## config.mk

```make
export PLATFORM = sky130hd
export DESIGN_NAME = trig_timer_core
export DESIGN_NICKNAME = d
export VERILOG_FILES = /design/src/rtl/tmr_pkg.sv /design/src/rtl/tmr_regs.sv /design/src/rtl/tmr_gate.sv /design/src/rtl/tmr_count.sv /design/src/rtl/trig_timer_core.sv
export SDC_FILE = /design/constraint.sdc
export NUM_CORES = 1
export LEC_CHECK = 0
export BUFFER_PORTS_ARGS = -buffer_cell sky130_fd_sc_hd__buf_2
export CAP_MARGIN = 10
export CORE_ASPECT_RATIO = 1.4
export CORE_MARGIN = 1
export CORE_UTILIZATION = 25
export CTS_BUF_LIST = sky130_fd_sc_hd__clkbuf_8
export DETAILED_ROUTE_END_ITERATION = 8
export PLACE_DENSITY_LB_ADDON = 0.15
export SYNTH_ARGS = -nofsm -noshare
export SYNTH_HDL_FRONTEND = slang
export SYNTH_SLANG_ARGS = --single-unit
export TNS_END_PERCENT = 100
```

## constraint.sdc

```tcl
create_clock -name clk -period 2.25 [get_ports clk]
set_input_delay 0.45 -clock clk [delete_from_list [all_inputs] [get_ports clk]]
set_output_delay 0.45 -clock clk [all_outputs]
set_load 0.05 [all_outputs]
```

## src/rtl/tmr_pkg.sv

```systemverilog
`timescale 1ns/1ps
package tmr_pkg;
  localparam int EXP_W     = 3;
  localparam int SEL_W     = 4;
  localparam int NUM_TRIG  = 1 << SEL_W;
  localparam int PRE_W     = (1 << EXP_W) - 1;
  localparam int ADDR_W    = 2;
  localparam int CTRL_W    = 16;

  localparam int POS_EXP   = 2;
  localparam int POS_SEL   = POS_EXP + EXP_W;
  localparam int POS_SOT   = POS_SEL + SEL_W;
  localparam int POS_ROT   = POS_SOT + 1;
  localparam int POS_POT   = POS_ROT + 1;
  localparam int POS_HOO   = POS_POT + 1;
  localparam int POS_DOZE  = POS_HOO + 1;
  localparam int POS_DBG   = POS_DOZE + 1;
  localparam int POS_IE    = POS_DBG + 1;
  localparam int STAT_OVF  = 8;

  localparam logic [ADDR_W-1:0] A_CTRL = 2'd0;
  localparam logic [ADDR_W-1:0] A_MOD  = 2'd1;
  localparam logic [ADDR_W-1:0] A_STAT = 2'd2;
  localparam logic [ADDR_W-1:0] A_CNT  = 2'd3;

  typedef enum logic [1:0] {
    SRC_OFF = 2'd0,
    SRC_SYS = 2'd1,
    SRC_EXT = 2'd2
  } src_e;

  typedef struct packed {
    logic             ovf_ie;
    logic             dbg_run;
    logic             doze_hold;
    logic             halt_ovf;
    logic             pause_trg;
    logic             reload_trg;
    logic             start_trg;
    logic [SEL_W-1:0] sel;
    logic [EXP_W-1:0] exp;
    src_e             mode;
  } ctrl_t;

  function automatic ctrl_t ctrl_decode(input logic [CTRL_W-1:0] d);
    ctrl_t c;
    c.mode       = (d[1:0] == 2'd3) ? SRC_OFF : src_e'(d[1:0]);
    c.exp        = d[POS_EXP +: EXP_W];
    c.sel        = d[POS_SEL +: SEL_W];
    c.start_trg  = d[POS_SOT];
    c.reload_trg = d[POS_ROT];
    c.pause_trg  = d[POS_POT];
    c.halt_ovf   = d[POS_HOO];
    c.doze_hold  = d[POS_DOZE];
    c.dbg_run    = d[POS_DBG];
    c.ovf_ie     = d[POS_IE];
    return c;
  endfunction

  function automatic logic [CTRL_W-1:0] ctrl_image(input ctrl_t c, input src_e act);
    logic [CTRL_W-1:0] img;
    img                    = '0;
    img[1:0]               = act;
    img[POS_EXP +: EXP_W]  = c.exp;
    img[POS_SEL +: SEL_W]  = c.sel;
    img[POS_SOT]           = c.start_trg;
    img[POS_ROT]           = c.reload_trg;
    img[POS_POT]           = c.pause_trg;
    img[POS_HOO]           = c.halt_ovf;
    img[POS_DOZE]          = c.doze_hold;
    img[POS_DBG]           = c.dbg_run;
    img[POS_IE]            = c.ovf_ie;
    return img;
  endfunction

  function automatic logic presc_hit(input logic [PRE_W-1:0] pre, input logic [EXP_W-1:0] e);
    logic [PRE_W-1:0] mask;
    mask = '0;
    for (int i = 0; i < PRE_W; i++) begin
      if (i < int'(e)) mask[i] = 1'b1;
    end
    return (pre & mask) == mask;
  endfunction
endpackage

```

## src/rtl/tmr_regs.sv

```systemverilog
`timescale 1ns/1ps
module tmr_regs
  import tmr_pkg::*;
#(
  parameter int CNT_W  = 16,
  parameter int DATA_W = 32
) (
  input  logic              clk,
  input  logic              rst_n,
  input  logic              wr_en,
  input  logic [ADDR_W-1:0] wr_addr,
  input  logic [DATA_W-1:0] wr_data,
  input  logic [ADDR_W-1:0] rd_addr,
  input  src_e              act_mode,
  input  logic [CNT_W-1:0]  cnt,
  input  logic              wrap_evt,
  output ctrl_t             ctrl,
  output logic [CNT_W-1:0]  modulo,
  output logic              ovf_flag,
  output logic              irq,
  output logic [DATA_W-1:0] rd_data
);
  logic stat_clr;
  logic unused_wdata;

  assign unused_wdata = ^wr_data;
  assign stat_clr     = wr_en && (wr_addr == A_STAT) && wr_data[STAT_OVF];

  always_ff @(posedge clk or negedge rst_n) begin
    if (!rst_n) begin
      ctrl     <= '0;
      modulo   <= '1;
      ovf_flag <= 1'b0;
    end else begin
      if (wr_en && wr_addr == A_CTRL) ctrl   <= ctrl_decode(wr_data[CTRL_W-1:0]);
      if (wr_en && wr_addr == A_MOD)  modulo <= wr_data[CNT_W-1:0];
      if (wrap_evt)      ovf_flag <= 1'b1;
      else if (stat_clr) ovf_flag <= 1'b0;
    end
  end

  assign irq = ovf_flag & ctrl.ovf_ie;

  always_comb begin
    rd_data = '0;
    case (rd_addr)
      A_CTRL:  rd_data[CTRL_W-1:0] = ctrl_image(ctrl, act_mode);
      A_MOD:   rd_data[CNT_W-1:0]  = modulo;
      A_STAT:  rd_data[STAT_OVF]   = ovf_flag;
      default: rd_data[CNT_W-1:0]  = cnt;
    endcase
  end

  assert_ovf_sets_flag_R4: assert property (@(posedge clk) disable iff (!rst_n)
    wrap_evt |=> ovf_flag);

  assert_w1c_clears_R5: assert property (@(posedge clk) disable iff (!rst_n)
    (stat_clr && !wrap_evt) |=> !ovf_flag);
endmodule

```

## src/rtl/tmr_gate.sv

```systemverilog
`timescale 1ns/1ps
module tmr_gate
  import tmr_pkg::*;
(
  input  logic                clk,
  input  logic                rst_n,
  input  ctrl_t               ctrl,
  input  logic                ext_clk,
  input  logic [NUM_TRIG-1:0] trig_in,
  input  logic                dbg_mode,
  input  logic                doze_mode,
  input  logic                wrap_evt,
  output src_e                act_mode,
  output logic                run_ok,
  output logic                adv,
  output logic                reload
);
  logic ext_prev, trg_prev, started, halted;
  logic src_tick, trg_lvl, trg_evt, paused, enabled;
  logic unused_ctrl;

  assign unused_ctrl = ^{ctrl.exp, ctrl.ovf_ie};

  assign trg_lvl = trig_in[ctrl.sel];
  assign trg_evt = trg_lvl & ~trg_prev;

  always_comb begin
    case (act_mode)
      SRC_SYS: src_tick = 1'b1;
      SRC_EXT: src_tick = ext_clk & ~ext_prev;
      default: src_tick = 1'b0;
    endcase
  end

  assign enabled = (ctrl.mode != SRC_OFF) && (act_mode != SRC_OFF);
  assign run_ok  = enabled && (started || !ctrl.start_trg) && !halted;
  assign paused  = (ctrl.pause_trg & trg_lvl)
                 | (ctrl.doze_hold & doze_mode)
                 | (~ctrl.dbg_run & dbg_mode);
  assign adv     = run_ok & ~paused & src_tick;
  assign reload  = trg_evt & ctrl.reload_trg & enabled & ~halted;

  always_ff @(posedge clk or negedge rst_n) begin
    if (!rst_n) begin
      act_mode <= SRC_OFF;
      ext_prev <= 1'b0;
      trg_prev <= 1'b0;
      started  <= 1'b0;
      halted   <= 1'b0;
    end else begin
      ext_prev <= ext_clk;
      trg_prev <= trg_lvl;
      if (ctrl.mode != SRC_OFF) act_mode <= ctrl.mode;
      else if (src_tick)        act_mode <= SRC_OFF;
      if (act_mode == SRC_OFF)  started <= 1'b0;
      else if (trg_evt)         started <= 1'b1;
      if (act_mode == SRC_OFF)                halted <= 1'b0;
      else if (wrap_evt && ctrl.halt_ovf)     halted <= 1'b1;
    end
  end

  assert_disable_waits_R13: assert property (@(posedge clk) disable iff (!rst_n)
    (ctrl.mode == SRC_OFF && act_mode != SRC_OFF && !src_tick) |=> act_mode == $past(act_mode));

  assert_halt_sticks_R10: assert property (@(posedge clk) disable iff (!rst_n)
    (halted && act_mode != SRC_OFF) |=> halted);
endmodule

```

## src/rtl/tmr_count.sv

```systemverilog
`timescale 1ns/1ps
module tmr_count
  import tmr_pkg::*;
#(
  parameter int CNT_W = 16
) (
  input  logic             clk,
  input  logic             rst_n,
  input  logic             run_ok,
  input  logic             adv,
  input  logic             reload,
  input  logic [EXP_W-1:0] exp_sel,
  input  logic [CNT_W-1:0] modulo,
  output logic [CNT_W-1:0] cnt,
  output logic             wrap_evt
);
  logic [PRE_W-1:0] pre;
  logic             hit;

  assign hit      = adv && presc_hit(pre, exp_sel);
  assign wrap_evt = hit && (cnt == modulo) && !reload;

  always_ff @(posedge clk or negedge rst_n) begin
    if (!rst_n) begin
      pre <= '0;
      cnt <= '0;
    end else begin
      if (reload || !run_ok) pre <= '0;
      else if (adv)          pre <= pre + 1'b1;
      if (reload)            cnt <= '0;
      else if (wrap_evt)     cnt <= '0;
      else if (hit)          cnt <= cnt + 1'b1;
    end
  end

  assert_reload_zeroes_R8: assert property (@(posedge clk) disable iff (!rst_n)
    reload |=> cnt == '0);

  assert_wrap_to_zero_R4: assert property (@(posedge clk) disable iff (!rst_n)
    wrap_evt |=> cnt == '0);

  assert_hold_when_idle_R9: assert property (@(posedge clk) disable iff (!rst_n)
    (!hit && !reload) |=> $stable(cnt));
endmodule

```

## src/rtl/trig_timer_core.sv

```systemverilog
`timescale 1ns/1ps
module trig_timer_core
  import tmr_pkg::*;
#(
  parameter int CNT_W  = 16,
  parameter int DATA_W = 32
) (
  input  logic                clk,
  input  logic                rst_n,
  input  logic                wr_en,
  input  logic [ADDR_W-1:0]   wr_addr,
  input  logic [DATA_W-1:0]   wr_data,
  input  logic [ADDR_W-1:0]   rd_addr,
  output logic [DATA_W-1:0]   rd_data,
  input  logic                ext_clk,
  input  logic [NUM_TRIG-1:0] trig_in,
  input  logic                dbg_mode,
  input  logic                doze_mode,
  output logic [CNT_W-1:0]    count_val,
  output logic                ovf_irq
);
  ctrl_t            ctrl;
  src_e             act_mode;
  logic [CNT_W-1:0] modulo;
  logic [CNT_W-1:0] cnt;
  logic             wrap_evt, run_ok, adv, reload, ovf_flag;

  tmr_regs #(.CNT_W(CNT_W), .DATA_W(DATA_W)) u_regs (
    .clk(clk), .rst_n(rst_n), .wr_en(wr_en), .wr_addr(wr_addr), .wr_data(wr_data),
    .rd_addr(rd_addr), .act_mode(act_mode), .cnt(cnt), .wrap_evt(wrap_evt),
    .ctrl(ctrl), .modulo(modulo), .ovf_flag(ovf_flag), .irq(ovf_irq), .rd_data(rd_data)
  );

  tmr_gate u_gate (
    .clk(clk), .rst_n(rst_n), .ctrl(ctrl), .ext_clk(ext_clk), .trig_in(trig_in),
    .dbg_mode(dbg_mode), .doze_mode(doze_mode), .wrap_evt(wrap_evt),
    .act_mode(act_mode), .run_ok(run_ok), .adv(adv), .reload(reload)
  );

  tmr_count #(.CNT_W(CNT_W)) u_count (
    .clk(clk), .rst_n(rst_n), .run_ok(run_ok), .adv(adv), .reload(reload),
    .exp_sel(ctrl.exp), .modulo(modulo), .cnt(cnt), .wrap_evt(wrap_evt)
  );

  assign count_val = cnt;

  assert_irq_needs_flag_R6: assert property (@(posedge clk) disable iff (!rst_n)
    (wrap_evt && ctrl.ovf_ie) |=> ovf_irq);
endmodule

```

==> metrics.md, run 1 <==
| Metric | Value |
|---|---|
| Outcome | complete, but fails checks |
| Failing checks | negative setup slack |
| Number of synthesized flops with an enable pin | 0 |
| Combinational share of power | around 34% |
| Final hold vios | 0 |
| Internal Pwr Total | 0.002495 W |
| Vias per cell | between 4 and 5 |
| Total track usage | 16.18% |
| Yosys warning total | 0 |
| First-pass GRT wire length | around 19 mm |
| Highest metal used | met4 |
| WS Path Type | register to register |
| Dpl hpwl | 9.372 mm |
| Core area | 0.01499 mm² |
| Die Ht | approximately 150 µm |
| Clock latency on the worst-skew pair | around 0.36 ns |
| Sequential element share of the synthesized area | between 40 and 50% |
| Initial antenna violation count | 0 |
| Pre-CTS setup slack | -0.1941 ns |
| Total CTS buffers | 9 |
| CTS tree | done |
| Clk slew on worst S/H paths | approximately 0.080 ns |
| DR WL met3 | between 300 and 400 µm |
| Final period util | 101.4% |
| Pwr dens | 752.2 mW/mm² |
| I/O Buffers | 74 |
| Final Power | between 0.003 and 0.004 W |
| Largest net degree at the start of global routing | 45 |
| Distinct cell type count after synthesis | 50 |
| 1st-pass router iterations | 4 |
| Initial Utilization | 25.47% |
| Root buf cell | clkbuf_8 |
| # IOs | between 100 and 150 |
| Antenna cells | 0 |
| Routability cong. | between 0.8 and 0.9 |
| Synth top area share | between 30% and 40% |
| Peak Freq | 438.2 MHz |
| Sw frac | between 30% and 40% |
| Setup WS post-layout | -0.03188 ns |
| Vias in the first global route | ~3500 |
| Critical-path top delay cell | mux4_2 |
| Avg Synthesized Cell Area | between 9 and 10 µm² |
| Post-synth top cells | 46 x dfrtp_1, 40 x nand2_1, 27 x mux2_2, 27 x o21ai_0, 21 x mux2i_1 |
| M1 WL | approximately 5.6 mm |
| P_leak | ~2.4 nW |
| Via count | ~3500 |
| Max-slew violations | 0 |
| CTS H-tree lvls | 3 |
| Ranking of synthesized cells by area | dfrtp_1 30%, dfstp_2 11%, mux2_2 8.0%, mux2i_1 5.5%, nand2_1 3.9% |
| FFs w/ async S/R, synth | 100.0% |
| Final core utilization | between 30% and 40% |
| Crit end category | register |
| RSZ-0062 raised after global routing | yes |
| Final clock skew | slightly below 0.007 ns |
| Mapped cell area | approximately 0.0038 mm² |
| Synth area leader | dfrtp_1 |
| Most common cell in the netlist | dfrtp_1 |
| Hold/Removal Path Class | input pin to asynchronous set/reset pin |
| Worst setup SP type | register |
| Area Growth Syn to Fin | 36.38% |
| Wire per inst | about 18 µm |
| # setup viols final | 2 |
| Crit path time final | about 2.3 ns |
| Crit path cell chain | mux4_2 > nor2_4 > and4b_4 > or3_4 > or3_1 > a21oi_1 |
| Req. time, crit path | roughly 2.5 ns |
| Worst slew pin tran | ~0.51 ns |
| Final ANT Viol Nets | 0 |
| NumNets Final | 583 |
| Site Rows | 53 |
| Synth Instances | ~400 |
| Initial DRC count | ~140 |
| Overflow after GRT | 0 |
| NetSw | ~0.0014 W |
| Longest Clk Path Bufs | 2 |
| Clock Power Share | approximately 29% |
| Relative slew slack | 66.14% |
| WL met2 | between 6 and 7 mm |
| Ys flop type | dfrtp_1 |
| Sequential power share | a little under two fifths |
| Max rail drop VDD | 0.3114 mV |
| Layout cell share with drive strength beyond 1 | between 40% and 50% |
| Maximum fanout along the worst path | 6 |
| Num Clock Sinks | 62 |
| Max Cap Viol | 0 |
| Worst Path Arrival | 2.56 ns |
| Die X | around 110 µm |
| Die area | 0.01577 mm² |
| Drt drc | 0 |
| CP max stage delay | ~0.55 ns |
| Seq cells post-synth | 62 |
| Hold_buf cts | 0 |
| DRT Wirelength | ~13 mm |
[worst max-delay path: cells and delay by family (launching register included)]
kind | cells | cell delay, ns
multiplexers | 1 | 0.55
AO/OA/AOI/OAI | 1 | 0.14
AND/OR/NAND/NOR | 4 | 1.12
flip-flops | 1 | 0.41
[path summary, 6_finish.rpt]
kind | from | endpoint | slack, ns | depth (start not counted)
min reg2reg | u_regs.ctrl[1] | u_gate.act_mode[0] | 0.49 | 1
max in group asynchronous | rst_n | u_regs.modulo[10] | 1.49 | 2
min in group clk | ext_clk | u_gate.ext_prev | 0.21 | 1
min | rst_n | u_count.cnt[5] | 0.05 | 1
max reg2reg | u_regs.ctrl[5] | u_count.pre[5] | -0.03 | 6
max | u_regs.ctrl[5] | u_count.pre[5] | -0.03 | 6
[per-layer routing]
layer	GRT usage, %	vias to the layer above
met4	7.671	0
met2	27.82	84
met1	19.87	1714
li1	-	1668
met3	2.191	18
met5	0	-
[cells by family (layout without fill, tap and decap cells)]
family	count (synthesis)	after routing	synth area share, %
and+or+nand+nor	135	136	18.75
other	1	16	0.09823
adders and majority gates	5	5	1.639
AOI/OAI and AO/OA	74	74	12.46
xor gates and xnor gates	20	20	4.588
buffers and inverters	48	162	6.653
DFF	62	62	41.17
muxes	50	50	14.65
[state kept, by name, summed over array words and instances (netlist names)]
register and flops:
u_regs.ovf_flag 1, u_count.cnt 16, u_gate.halted 1, u_gate.act_mode 2, u_regs.ctrl 16, u_regs.modulo 16, u_gate.ext_prev 1, u_gate.trg_prev 1
u_gate.started 1, u_count.pre 7
[stage by stage]
| stage | setup TNS [ns] | cells | cell area (µm²) | hold slack (ns) |
|---|---|---|---|---|
| after floorplan | 0 | 410 | 3919 | 0.1544 |
| after global placement | -1.239 | 693 | 4803 | 0.4426 |
| after detailed placement | -1.631 | 693 | 4803 | 0.4375 |
| after CTS | -0.01932 | 714 | 5094 | 0.03869 |
| after global routing | -0.3631 | 717 | 5206 | 0.05817 |
| final | -0.04157 | 717 | 5206 | 0.05319 |
[cell type report]
| class | instances | area (µm²) |
|---|---|---|
| well taps | 192 | 240.2 |
| inverters | 10 | 37.54 |
| clock buffers | 9 | 123.9 |
| clock inverters | 7 | 97.59 |
| multi-input cells | 301 | 2215 |
| flip-flops and latches | 62 | 1573 |
| repair buffers | 136 | 919.6 |
| fillers | 1598 | 9781 |
[what timing repair did]
action | 4_1_cts | 5_1_grt
pin swaps | 9 | 3
endpoints found under the setup margin | 7 | 24
setup buffers | 4 | 2
cloned | 1 | 1
resized for setup | 10 | 21
[power by group through the flow]
stage	Sequential (W)	Clock [W]	Combinational [W]
final	0.00145	0.00114	0.00132
after global routing	0.00148	0.00120	0.00142
after CTS	0.00145	0.00116	0.00125
after detailed placement	0.00147	0	0.00120
after global placement	0.00147	0	0.00119
after floorplan	0.00144	0	0.000760
[placed cells by master (no fill, tap or decap), drive strengths merged, types with 3 or more instances in the layout]
cell	synthesis	routed
buf	23	136
dfrtp	46	46
nand2	40	40
mux2	27	27
o21ai	27	27
mux2i	21	21
nand3	19	19
xor2	16	16
conb	1	16
dfstp	16	16
a21oi	15	15
nor2	13	13
nand4	11	11
nor3	11	11
inv	10	11
nor4	10	10
clkbuf	15	9
o31ai	9	9
a32o	7	7
ha	5	5
nand3b	4	4
o21a	4	4
xnor2	4	4
or2	4	4
or3	3	4
and2	3	3
nor2b	3	3
o31a	3	3
(Power assumes the default switching activity.)
==> run 2, diff against run 1 <==
--- a/config.mk
+++ b/config.mk
@@ -5,6 +5,7 @@
 export SDC_FILE = /design/constraint.sdc
 export NUM_CORES = 1
 export LEC_CHECK = 0
+export ABC_CLOCK_PERIOD_IN_PS = 2250
 export BUFFER_PORTS_ARGS = -buffer_cell sky130_fd_sc_hd__buf_2
 export CAP_MARGIN = 10
 export CORE_ASPECT_RATIO = 1.4
@@ -12,8 +13,10 @@
 export CORE_UTILIZATION = 25
 export CTS_BUF_LIST = sky130_fd_sc_hd__clkbuf_8
 export DETAILED_ROUTE_END_ITERATION = 8
+export HOLD_SLACK_MARGIN = 0.06
 export PLACE_DENSITY_LB_ADDON = 0.15
 export SYNTH_ARGS = -nofsm -noshare
 export SYNTH_HDL_FRONTEND = slang
+export SYNTH_HIERARCHICAL = 1
 export SYNTH_SLANG_ARGS = --single-unit
 export TNS_END_PERCENT = 100
==> metrics.md, run 2 <==
| Metric | Value |
|---|---|
| Max rail drop VDD | 0.2584 mV (-17%) |
| R2R Path End | u_count/cnt[12] |
| Dpl cells | 650 (-6.2%) |
| Number of synthesized flops with an enable pin | 0 (unchanged) |
| Worst slew pin tran | 0.6079 ns (+0.09998 ns) |
| Final period util | 116.1% (+15 points) |
| Wire per inst | 17.24 µm (-1.6%) |
| Die area | 0.01546 mm² (-2.0%) |
| Max-slew violations | 0 (unchanged) |
| Total track usage | 15.53% (-0.65 points) |
| I/O Buffers | 74 (unchanged) |
| Avg Synthesized Cell Area | 10.81 µm² (+12%) |
| Initial Utilization | 25.78% (+0.31 points) |
| Crit path time final | 2.612 ns (+0.3300 ns) |
| Max Cap Viol | 0 (unchanged) |
| Die Ht | 146.7 µm (-0.99%) |
| Die X | 105.4 µm (-0.99%) |
| Failing checks | negative setup slack |
| Worst-case reg-to-reg path depth | 8 (+2) |
| Root buf cell | clkbuf_8 |
| NumNets Final | 541 (-7.2%) |
| Num Clock Sinks | 62 (unchanged) |
| Antenna cells | 0 (unchanged) |
| Largest net degree at the start of global routing | 41 (-8.9%) |
| Synth top area share | 30.77% (+0.62 points) |
| 1st-pass router iterations | 4 (unchanged) |
| Commonest non-fill, non-tap cell in the layout | buf_2 |
| Vias in the first global route | 3334 (-5.6%) |
| Worst Path Arrival | 2.89 ns (+0.33 ns) |
| Sequential element share of the synthesized area | 42.01% (+0.84 points) |
| Overflow after GRT | 0 (unchanged) |
| Peak Freq | 382.9 MHz (-13%) |
| WS Path Type | register to register |
| Initial DRC count | 103 (-26%) |
| Worst hold margin | 0.1001 ns (+0.04695 ns) |
| Mapped cell area | 0.003741 mm² (-2.0%) |
| Area Growth Syn to Fin | 35.48% |
| Outcome | complete, but fails checks |
| Crit end category | register |
| Synth area leader | dfrtp_1 |
| Core area | 0.01451 mm² (-3.2%) |
| Clk slew on worst S/H paths | 0.06 ns (-0.02 ns) |
| Most frequent cells in the layout | 74 x buf_2, 54 x buf_4, 45 x dfrtp_1 |
| CTS tree | done |
| Routability cong. | 0.8000 (-2.3%) |
| # IOs | 107 (unchanged) |
| Final clock skew | 0.006820 ns (-0.0001117 ns) |
| Relative slew slack | 59.37% (-6.8 points) |
| Total CTS buffers | 9 (unchanged) |
| Post-synth top cells | 46 x dfrtp_1, 32 x mux2_2, 22 x xor2_1 |
| Ranking of synthesized cells by area | dfrtp_1 31%, dfstp_2 11%, mux2_2 9.6%, mux2i_1 5.6%, xor2_1 5.2% |
| Seq cells post-synth | 62 (unchanged) |
| Top Registers | u_count/cnt (16), u_regs/ctrl (16), u_regs/modulo (16) |
| Hold/Removal Path Class | input pin to asynchronous set/reset pin |
| CTS H-tree lvls | 3 (unchanged) |
| Final setup TNS | -6.822 ns (-6.781 ns) |
| Setup WS post-layout | -0.3619 ns (-0.3300 ns) |
| First-pass GRT wire length | 18.09 mm (-6.5%) |
| Most common cell in the netlist | dfrtp_1 |
| Req. time, crit path | 2.52 ns (about the same) |
| RSZ-0062 raised after global routing | yes |
| Initial antenna violation count | 0 (unchanged) |
| RR Startpoint | u_regs/ctrl[5] |
| Clock latency on the worst-skew pair | 0.35 ns (about the same) |
| FFs w/ async S/R, synth | 100.0% (unchanged) |
| Layout cell share with drive strength beyond 1 | 49.69% (+5.3 points) |
| Final hold vios | 0 (unchanged) |
| P_leak | 2.320 nW (-2.6%) |
| # setup viols final | 25 (+23) |
| Longest Clk Path Bufs | 2 (unchanged) |
| Worst setup SP type | register |
| Drt drc | 0 (unchanged) |
| Via count | 3142 (-9.8%) |
| Final Power | 0.003609 W (-7.8%) |
| Fin cells | 670 (-6.6%) |
| DRT Wirelength | 11.55 mm (-8.1%) |
| Final ANT Viol Nets | 0 (unchanged) |
| Hold_buf cts | 0 (unchanged) |
| Site Rows | 52 (-1.9%) |
| Maximum fanout along the worst path | 6 (unchanged) |
| Vias per cell | 4.690 (-3.5%) |
| Ys flop type | dfrtp_1 |
| Internal reg-to-reg setup slack | -0.36 ns (-0.33 ns) |
| Distinct cell type count after synthesis | 54 (+8.0%) |
| Pre-CTS setup slack | -0.4692 ns (-0.2752 ns) |
| Dpl hpwl | 8.829 mm (-5.8%) |
| Synth Instances | 346 (-12%) |
| Pwr dens | 712.0 mW/mm² (-5.3%) |
| Yosys warning total | 6 (+6) |
run 2: changes by cell type after synthesis, sizes merged, moves of 4 or more:
cell,previous run,this run
or3,3,7
a32o,7,0
clkbuf,15,3
mux2,27,33
xor2,16,22
or4,0,7
o2bb2ai,0,16
buf,23,27
a21oi,15,19
nand2,40,17
nor4,10,4
nand3,19,8
o21ai,27,11
nor3,11,2
run 2: metrics by stage:
stage | instance area [µm²] | utilization (%)
after floorplan | 3842 | -
after global routing | 5069 | 34.93
final | 5069 | 34.93
after detailed placement | 4669 | 32.18
after CTS | 4964 | 34.21
after global placement | 4669 | 32.18
run 2: critical path: stages (launching register included):
cell and delay (ns):
dfrtp_2 0.42, mux4_2 0.50, nor2_1 0.10, nand4b_4 0.15, o221a_4 0.23, o2111ai_4 0.12, or4_4 0.55, or3_1 0.34
a21oi_2 0.12
run 2: how the worst max path moves through the flow:
stage / from / endpoint / slack [ns]
floorplan: u_regs/ctrl[5] / u_count/cnt[8] / -0.49
global route: u_regs/ctrl[5] / u_count/cnt[6] / -0.49
CTS: u_regs/ctrl[5] / u_count/cnt[10] / -0.37
detailed placement: trig_in[13] / u_count/cnt[10] / -0.47
global placement: trig_in[13] / u_count/cnt[10] / -0.46
finish: u_regs/ctrl[5] / u_count/cnt[12] / -0.36
run 2: cell type report:
type                            instances  area, µm²
Clock buffer                           12      165.2
Clock inverter                          2      8.758
Inverter                               11      41.29
Sequential cell                        62       1573
Multi-Input combinational cell        259       2168
Timing Repair Buffer                  135      875.8
Fill cell                            1491       9440
Tap cell                              189      236.5
run 2: kinds of logic (layout without fill, tap and decap cells):
logic type                 count (synthesis)  count (layout)  synth area share, %
DFF                                       62              62                42.01
AOI/OAI and AO/OA                         65              65                12.21
and+or+nand+nor                           93              94                14.72
adders and majority gates                  5               5                1.672
xor gates and xnor gates                  23              23                5.385
muxes                                     56              56                16.86
buffers and inverters                     41             160                7.057
other                                      1              16               0.1002
run 2: repair_timing:
item,CTS,global route
gates resized for setup,22,16
setup buffers,4,1
pin swaps,10,10
gates cloned,0,1
setup endpoints to repair,25,25
run 2: layer usage:
layer  vias to the layer above  part of all wire [%]  global-route usage [%]
met5                         -                     0                       0
met4                         0                   1.4                   5.634
met3                        11                   3.0                   2.884
met2                        68                    54                   28.29
met1                      1558                    41                   17.92
li1                       1505                     -                       -
run 2: power breakdown:
group / switching (W) / internal [W] / leakage (nW)
clock network: 0.000418 / 0.000472 / 0.0955
registers: 0.000149 / 0.00131 / 0.767
logic: 0.000707 / 0.000557 / 1.46
total: 0.00127 / 0.00234 / 2.32
==> run 3, diff against run 2 <==
--- a/config.mk
+++ b/config.mk
@@ -15,6 +15,7 @@
 export DETAILED_ROUTE_END_ITERATION = 8
 export HOLD_SLACK_MARGIN = 0.06
 export PLACE_DENSITY_LB_ADDON = 0.15
+export SKIP_LAST_GASP = 1
 export SYNTH_ARGS = -nofsm -noshare
 export SYNTH_HDL_FRONTEND = slang
 export SYNTH_HIERARCHICAL = 1
==> metrics.md, run 3 (same netlist as run 2, synthesis figures left out) <==
| Metric | Value |
|---|---|
| Root buf cell | clkbuf_8 |
| CP Launch Point | u_regs/ctrl[5] |
| Setup WS post-layout | -0.3710 ns (-0.009075 ns) |
| RR Startpoint | u_regs/ctrl[5] |
| Initial DRC count | 94 (-8.7%) |
| Largest net degree at the start of global routing | 41 (unchanged) |
| Max-slew violations | 0 (unchanged) |
| Drt drc | 0 (unchanged) |
| Overflow after GRT | 0 (unchanged) |
| First-pass GRT wire length | 18.07 mm (-0.11%) |
| Longest Clk Path Bufs | 2 (unchanged) |
| Worst-case reg-to-reg path depth | 9 (+1) |
| CTS H-tree lvls | 3 (unchanged) |
| Clk slew on worst S/H paths | 0.06 ns (about the same) |
| Peak Freq | 381.5 MHz (-0.35%) |
| Worst hold margin | 0.09805 ns (-0.002094 ns) |
| R2R Path End | u_count/cnt[9] |
| Routability cong. | 0.8000 (unchanged) |
| Most frequent cells in the layout | 74 x buf_2, 54 x buf_4, 45 x dfrtp_1 |
| DRT Wirelength | 11.53 mm (-0.22%) |
| Final setup TNS | -7.012 ns (-0.1894 ns) |
| Top Registers | u_count/cnt (16), u_regs/ctrl (16), u_regs/modulo (16) |
| 1st-pass router iterations | 4 (unchanged) |
| Max rail drop VDD | 0.2583 mV (about the same) |
| P_leak | 2.313 nW (-0.31%) |
| Crit end category | register |
| Worst Path Arrival | 2.89 ns (about the same) |
| Maximum fanout along the worst path | 7 (+1) |
| WS Path Type | register to register |
| RSZ-0062 raised after global routing | yes |
| Outcome | complete, but fails checks |
| Die Ht | 146.7 µm (unchanged) |
| Total CTS buffers | 9 (unchanged) |
| # setup viols final | 25 (unchanged) |
| Total track usage | 15.53% (unchanged) |
| Hold/Removal Path Class | input pin to asynchronous set/reset pin |
| Antenna cells | 0 (unchanged) |
| Via count | 3107 (-1.1%) |
| Worst setup SP type | register |
| Initial antenna violation count | 0 (unchanged) |
| Core area | 0.01451 mm² (unchanged) |
| I/O Buffers | 74 (unchanged) |
| Layout cell share with drive strength beyond 1 | 48.86% (-0.83 points) |
| Final clock skew | 0.006262 ns (-0.0005579 ns) |
| CTS tree | done |
| # IOs | 107 (unchanged) |
| Die area | 0.01546 mm² (unchanged) |
| Internal reg-to-reg setup slack | -0.37 ns (about the same) |
| Final period util | 116.5% (+0.40 points) |
| Vias in the first global route | 3316 (-0.54%) |
| Worst slew pin tran | 0.5934 ns (-0.01448 ns) |
| Num Clock Sinks | 62 (unchanged) |
| Die X | 105.4 µm (unchanged) |
| Final Power | 0.003608 W (about the same) |
| Initial Utilization | 25.78% (unchanged) |
| Pre-CTS setup slack | -0.4692 ns (unchanged) |
| Final hold vios | 0 (unchanged) |
| Relative slew slack | 60.44% (+1.1 points) |
| Crit path time final | 2.621 ns (+0.009075 ns) |
| Max Cap Viol | 0 (unchanged) |
| Dpl hpwl | 8.829 mm (unchanged) |
| Clock latency on the worst-skew pair | 0.35 ns (about the same) |
| Vias per cell | 4.637 (-1.1%) |
| Wire per inst | 17.20 µm (-0.22%) |
| Pwr dens | 714.6 mW/mm² (+0.37%) |
| Req. time, crit path | 2.52 ns (about the same) |
| Commonest non-fill, non-tap cell in the layout | buf_2 |
| NumNets Final | 541 (unchanged) |
| Failing checks | negative setup slack |
| Site Rows | 52 (unchanged) |
| Area Growth Syn to Fin | 34.95% |
| Final ANT Viol Nets | 0 (unchanged) |
==> run 3: final cells by class <==
class	instances	area, µm²
Sequential cell	62	1573
Fill cell	1492	9460
Timing Repair Buffer	135	872.1
Multi-Input combinational cell	259	2152
Tap cell	189	236.5
Inverter	11	41.29
Clock buffer	12	165.2
Clock inverter	2	8.758
==> run 3: metal layers <==
layer	track usage [%]	wire length (µm)	up-vias
met5	0	0	-
li1	-	-	1504
met3	2.839	321	9
met1	18.01	4776	1538
met2	28.39	6301	56
met4	5.282	125	0
==> run 3: power by group <==
group	switching, W	total [W]	internal, W
Sequential	0.000147	0.00145	0.00131
Clock	0.000418	0.000890	0.000472
Combinational	0.000708	0.00126	0.000557
Total	0.00127	0.00361	0.00233
==> run 3: how the worst max path moves through the flow <==
stage / to / cells after the start
after floorplan: u_count/cnt[8] / 11
after CTS: u_count/cnt[10] / 8
after global placement: u_count/cnt[10] / 9
after detailed placement: u_count/cnt[10] / 9
after global routing: u_count/cnt[9] / 9
final: u_count/cnt[9] / 9
==> run 3: repair_timing <==
action,4_1_cts,5_1_grt
hold buffers,0,0
resized for setup,18,15
buffers inserted,4,1
gates cloned,0,1
setup endpoints to repair,25,25
hold endpoints to repair,0,0
pin swaps,10,9
==> run 3: worst max-delay path, stage by stage, from the launching register on <==
cell and delay [ns]:
dfrtp_2 0.42, mux4_2 0.50, nor2_1 0.10, nand4b_4 0.15, o221a_4 0.23, o2111a_1 0.22
nand4_1 0.12, buf_6 0.19, or4_1 0.44, a21oi_2 0.17
==> run 3: per-stage QoR <==
stage | instances | instance area [µm²] | utilization [%]
2_1_floorplan | 361 | 3842 | -
3_3_place_gp | 650 | 4669 | 32.18
3_5_place_dp | 650 | 4669 | 32.18
4_1_cts | 668 | 4943 | 34.07
5_1_grt | 670 | 5049 | 34.80
6_report | 670 | 5049 | 34.80
